--- src/rtl/mbox_pkg.sv ---
package mbox_pkg;
  localparam int unsigned OBJ_W  = 8;
  localparam int unsigned OPC_W  = 4;
  localparam int unsigned DATA_W = 32;
  localparam int unsigned TGT_N  = 4;
  localparam int unsigned CTRL_W = 8;

  typedef enum logic [1:0] {
    MK_NONE  = 2'b00,
    MK_START = 2'b01,
    MK_STOP  = 2'b10,
    MK_BOTH  = 2'b11
  } mark_e;
endpackage

--- src/rtl/mbox_lut.sv ---
// Host-written lookup table with a combinational read port.
// A write becomes visible to the read port from the next cycle.
module mbox_lut #(
  parameter int unsigned ADDR_W = 8,
  parameter int unsigned DAT_W  = 4
) (
  input  logic              clk,
  input  logic              rst_n,
  input  logic              wr_en,
  input  logic [ADDR_W-1:0] wr_addr,
  input  logic [DAT_W-1:0]  wr_data,
  input  logic [ADDR_W-1:0] rd_addr,
  output logic [DAT_W-1:0]  rd_data
);
  localparam int unsigned DEPTH = 1 << ADDR_W;

  logic [DAT_W-1:0] mem_q [DEPTH];

  for (genvar i = 0; i < DEPTH; i++) begin : g_ent
    logic hit;
    assign hit = wr_en && (wr_addr == ADDR_W'(i));
    always_ff @(posedge clk or negedge rst_n) begin
      if (!rst_n)   mem_q[i] <= '0;
      else if (hit) mem_q[i] <= wr_data;
    end
  end

  assign rd_data = mem_q[rd_addr];
endmodule

--- src/rtl/mbox_frame_ctl.sv ---
// Packet framing state: decides acceptance, error and mask source per word.
module mbox_frame_ctl
  import mbox_pkg::*;
(
  input  logic  clk,
  input  logic  rst_n,
  input  logic  word_vld,
  input  mark_e mark,
  output logic  accept,
  output logic  drop_err,
  output logic  latch_mask,
  output logic  use_latched,
  output logic  is_first,
  output logic  is_last,
  output logic  open_o
);
  logic open_q, open_d;

  always_comb begin
    accept      = 1'b0;
    drop_err    = 1'b0;
    latch_mask  = 1'b0;
    use_latched = 1'b0;
    is_first    = 1'b0;
    is_last     = 1'b0;
    open_d      = open_q;
    if (word_vld) begin
      unique case (mark)
        MK_NONE: begin
          accept      = 1'b1;
          use_latched = open_q;
        end
        MK_START: begin
          if (open_q) drop_err = 1'b1;
          else begin
            accept     = 1'b1;
            latch_mask = 1'b1;
            is_first   = 1'b1;
            open_d     = 1'b1;
          end
        end
        MK_STOP: begin
          if (!open_q) drop_err = 1'b1;
          else begin
            accept      = 1'b1;
            use_latched = 1'b1;
            is_last     = 1'b1;
            open_d      = 1'b0;
          end
        end
        MK_BOTH: begin
          if (open_q) drop_err = 1'b1;
          else begin
            accept   = 1'b1;
            is_first = 1'b1;
            is_last  = 1'b1;
          end
        end
        default: ;
      endcase
    end
  end

  always_ff @(posedge clk or negedge rst_n) begin
    if (!rst_n) open_q <= 1'b0;
    else        open_q <= open_d;
  end

  assign open_o = open_q;
endmodule

--- src/rtl/mbox_target_port.sv ---
module mbox_target_port
  import mbox_pkg::*;
#(
  parameter int unsigned OBJ_BITS  = OBJ_W,
  parameter int unsigned OPC_BITS  = OPC_W,
  parameter int unsigned DATA_BITS = DATA_W,
  parameter int unsigned TGT_CNT   = TGT_N,
  parameter int unsigned CTRL_BITS = CTRL_W
) (
  input  logic                 clk,
  input  logic                 rst_n,
  input  logic                 in_valid,
  input  logic [OBJ_BITS-1:0]  in_obj,
  input  logic [OPC_BITS-1:0]  in_opc,
  input  logic [1:0]           in_mark,
  input  logic [DATA_BITS-1:0] in_data,
  input  logic                 grp_we,
  input  logic [OBJ_BITS-1:0]  grp_addr,
  input  logic [TGT_CNT-1:0]   grp_mask,
  input  logic                 sig_we,
  input  logic [OPC_BITS-1:0]  sig_addr,
  input  logic [CTRL_BITS-1:0] sig_val,
  output logic [TGT_CNT-1:0]   tgt_en,
  output logic [DATA_BITS-1:0] tgt_data,
  output logic [CTRL_BITS-1:0] tgt_ctrl,
  output logic                 tgt_first,
  output logic                 tgt_last,
  output logic                 pkt_open,
  output logic                 proto_err
);
  logic [TGT_CNT-1:0]   look_mask;
  logic [CTRL_BITS-1:0] look_ctrl;
  logic accept, drop_err, latch_mask, use_latched, is_first, is_last;

  mbox_lut #(.ADDR_W(OBJ_BITS), .DAT_W(TGT_CNT)) u_grp_tab (
    .clk(clk), .rst_n(rst_n),
    .wr_en(grp_we), .wr_addr(grp_addr), .wr_data(grp_mask),
    .rd_addr(in_obj), .rd_data(look_mask)
  );

  mbox_lut #(.ADDR_W(OPC_BITS), .DAT_W(CTRL_BITS)) u_sig_tab (
    .clk(clk), .rst_n(rst_n),
    .wr_en(sig_we), .wr_addr(sig_addr), .wr_data(sig_val),
    .rd_addr(in_opc), .rd_data(look_ctrl)
  );

  mbox_frame_ctl u_frame (
    .clk(clk), .rst_n(rst_n),
    .word_vld(in_valid), .mark(mark_e'(in_mark)),
    .accept(accept), .drop_err(drop_err),
    .latch_mask(latch_mask), .use_latched(use_latched),
    .is_first(is_first), .is_last(is_last), .open_o(pkt_open)
  );

  // Destination mask fixed by the packet's start word.
  logic [TGT_CNT-1:0] pkt_mask_q;
  always_ff @(posedge clk or negedge rst_n) begin
    if (!rst_n)          pkt_mask_q <= '0;
    else if (latch_mask) pkt_mask_q <= look_mask;
  end

  // Output stage: next-state logic.
  logic [TGT_CNT-1:0]   en_d;
  logic [CTRL_BITS-1:0] ctrl_d;
  logic                 first_d, last_d;
  always_comb begin
    en_d    = '0;
    ctrl_d  = '0;
    first_d = 1'b0;
    last_d  = 1'b0;
    if (accept) begin
      en_d    = use_latched ? pkt_mask_q : look_mask;
      ctrl_d  = look_ctrl;
      first_d = is_first;
      last_d  = is_last;
    end
  end

  // Output stage: registers.
  always_ff @(posedge clk or negedge rst_n) begin
    if (!rst_n) begin
      tgt_en    <= '0;
      tgt_ctrl  <= '0;
      tgt_first <= 1'b0;
      tgt_last  <= 1'b0;
      proto_err <= 1'b0;
    end else begin
      tgt_en    <= en_d;
      tgt_ctrl  <= ctrl_d;
      tgt_first <= first_d;
      tgt_last  <= last_d;
      proto_err <= drop_err;
    end
  end

  always_ff @(posedge clk or negedge rst_n) begin
    if (!rst_n)      tgt_data <= '0;
    else if (accept) tgt_data <= in_data;
  end
endmodule

--- config.mk ---
export PLATFORM = sky130hd
export DESIGN_NAME = mbox_target_port
export DESIGN_NICKNAME = d
export VERILOG_FILES = /design/src/rtl/mbox_pkg.sv /design/src/rtl/mbox_lut.sv /design/src/rtl/mbox_frame_ctl.sv /design/src/rtl/mbox_target_port.sv
export SDC_FILE = /design/constraint.sdc
export NUM_CORES = 2
export LEC_CHECK = 0
export BUFFER_PORTS_ARGS = -buffer_cell sky130_fd_sc_hd__buf_2
export CAP_MARGIN = 40
export CORE_UTILIZATION = 57
export DETAILED_ROUTE_END_ITERATION = 7
export PLACE_DENSITY_LB_ADDON = 0.2
export SYNTH_ARGS = -nofsm -noshare
export SYNTH_HDL_FRONTEND = slang
export SYNTH_SLANG_ARGS = --single-unit
export TNS_END_PERCENT = 5
--- constraint.sdc ---
create_clock -name clk -period 6.04 [get_ports clk]
set_input_delay 1.208 -clock clk [delete_from_list [all_inputs] [get_ports clk]]
set_output_delay 1.208 -clock clk [all_outputs]
set_load 0.1 [all_outputs]
==> run metrics <==
Pleak 29.0 nW; setup TNS 0 ns; CP Cell Sequence buf_4, buf_12, and2_1, a22oi_1, nand3_1, nand4_1, a211oi_1, o2111a_1, a211oi_1; DRT iter0 DRCs 2,708; final worst-path cycle share 63.5%; CTS tree done; commonest cells after routing, fill and taps aside dfrtp_1, mux2_2, nor2_1; Yosys reg bits between 1,000 and 1,500; Cell variety after synth 61; clk buf depth 3; IO Port Bufs 122; WL/cell between 20 and 30 um; clock transition at the registers of the reported paths 0.06 ns; Clock Latency Late Sink 0.75 ns; yosys warns 0; Die W 314 um; area delta synth->final 10.9%; Post-synth EDFFs 0; CP endpoint kind flip-flop; Tot Pwr 19.5 mW; share of flip-flops with an asynchronous set or reset 100%; pwr/cell area 316 nW/um2; Buffers & Inverters on Critical Path 2; DP Worst Slack approximately 1.5 ns; Crit path max-delay family simple AND/OR/NAND/NOR gates; hpwl dp 85.6 mm; Core Box Area around 97,000 um2; Antenna Nets Post-Route 0; setup violators final 0; hold crit path type input pin to asynchronous set/reset pin; GRT overflow 0; Peak supply drop 0.300 mV; fmax 0.261 GHz; final wirelength 138 mm; final hold vios 0; register area share after synthesis 54.3%; Synth Instances around 3,700; type of origin of the critical path input pin; final worst setup slack approximately 2.2 ns; Worst slew margin between 20 and 30%; htree depth 4; largest net degree at the start of global routing 156; DRC Markers 0; Synth Area per Inst about 15 um2; CTS Root Cell clkbuf_16; # clock sinks between 1,000 and 1,500; die height 314 um; crit path DAT about 4.4 ns; Final Critical Period 3.84 ns; final clock skew 0.0316 ns; hold_ws 0.442 ns; initial antenna violation count 2; CTS buffer count roughly 130; vias in the first global route approximately 34,000; commonest non-fill, non-tap cell in the layout dfrtp_1; Worst Path Max Fanout 64; Mapped Nets ~3,800; post-CTS setup buffers 0; # diodes 0; Initial Utilization between 50% and 60%; mapped cell area 55,500 um2; Nets 3,878; Least-Margin Pin Slew 1.04 ns; Vias/cell 6.37; Slowest Stage Delay on Critical Path 0.69 ns; Synth Flop Type dfrtp_1; die area 98,600 um2; worst path required time 6.64 ns; maxcap violations 0; GRT Util Overall 28.7%; Setup Crit Path Kind input pin to flip-flop; status completed; Critical-path top delay cell and2_1; first-pass GRT wire length around 210 mm; layout cells sized above 1 46.9%; DR pass1 iterations 7; post-cts resize count 0; reg2reg setup slack 3.53 ns; Ports 123; max-slew violations 0; hold_buf cts 0; gp weighted congestion 0.850; most frequent cell on the critical path a211oi_1; RSZ-0062 raised after global routing false; fillers 7,017; total number of vias 33,000; # rows 114
-- through the flow --
stage | cell area [um2] | cells | util (%)
finish | 61600 | 5173 | 63.8
global route | 61600 | 5173 | 63.8
CTS | 61600 | 5171 | 63.7
detailed placement | 57100 | 4940 | 59.2
global placement | 57000 | 4929 | 59.0
floorplan | 55500 | 3747 | -
-- cells by family after synthesis --
kind of cell	count (synthesis)	share of synthesized area, %
muxes	1544	36.4
DFF	1204	54.3
and+or+nand+nor	541	4.44
buffers and inverters	273	2.48
AOI/OAI and AO/OA	181	2.30
adders and majority gates	4	0.0902
-- worst reg2reg max path, stage by stage (launching register included) --
cell and delay, ns:
dfrtp_1 0.35, mux4_2 0.26, o22ai_1 0.11, nor4_1 0.89, o22ai_1 0.28, o2111a_1 0.32, a211oi_1 0.22
-- layout make-up --
type | count | area (um2) | share of cell area [%]
clock inverter | 32 | 464 | 0.754
timing repair buffer | 187 | 1400 | 2.27
multi-input combinational | 2270 | 24000 | 39.0
tap | 1276 | 1600 | 2.59
sequential | 1204 | 30100 | 48.9
clock buffer | 199 | 3950 | 6.42
inverter | 5 | 18.8 | 0.0305
-- per-layer routing --
metal	wire, um	up-vias	track usage, %
met5	20	-	0
met4	4440	4	10.2
met2	65100	912	44.2
met1	60100	17800	41.2
met3	8090	251	5.43
li1	-	14000	-
-- state kept, by name (all words and copies together) (netlist names) --
name and cells:
pkt_mask_q 4, proto_err 1, tgt_ctrl 8, tgt_data 32, tgt_en 4, tgt_first 1
tgt_last 1, u_frame.open_o 1, u_grp_tab.mem_q 1024, u_sig_tab.mem_q 128
-- synth_stat cells, drive strengths merged, types with 4 or more instances --
cell	number	area share [%]
nor2	256	1.7
a22o	6	0.095
a211oi	18	0.24
mux4	252	10
a21oi	11	0.099
nand2b	22	0.25
nor3	24	0.23
nand3b	9	0.15
a2111oi	4	0.088
a221oi	12	0.19
nand3	31	0.30
mux2i	101	1.8
or3	5	0.056
dfrtp	1204	54
clkbuf	177	1.2
nor2b	30	0.34
ha	4	0.090
o21ai	21	0.19
mux2	1191	24
o211ai	4	0.054
or2	6	0.068
nand4	4	0.045
a22oi	37	0.50
buf	91	1.2
nand2	123	0.83
inv	5	0.034
o22ai	55	0.62
nor4	12	0.15
and2	6	0.068
-- report_power, final --
| part | switching (mW) | internal [mW] | total [mW] |
|---|---|---|---|
| Combinational | 1.42 | 0.915 | 2.33 |
| Sequential | 0.305 | 8.67 | 8.97 |
| Clock | 3.26 | 4.90 | 8.16 |
| Total | 4.99 | 14.5 | 19.5 |
-- final timing paths --
check | start | end | cells past startpoint
max | in_obj[3] | tgt_en[3] | 9
min in group clk | pkt_mask_q[3] | pkt_mask_q[3] | 2
max in group asynchronous | rst_n | u_sig_tab.mem_q[52] | 2
max reg2reg | u_grp_tab.mem_q[279] | tgt_en[3] | 6
min | rst_n | u_grp_tab.mem_q[63] | 1
min reg2reg | pkt_mask_q[3] | pkt_mask_q[3] | 2
Power figures use the tool's default switching activity.
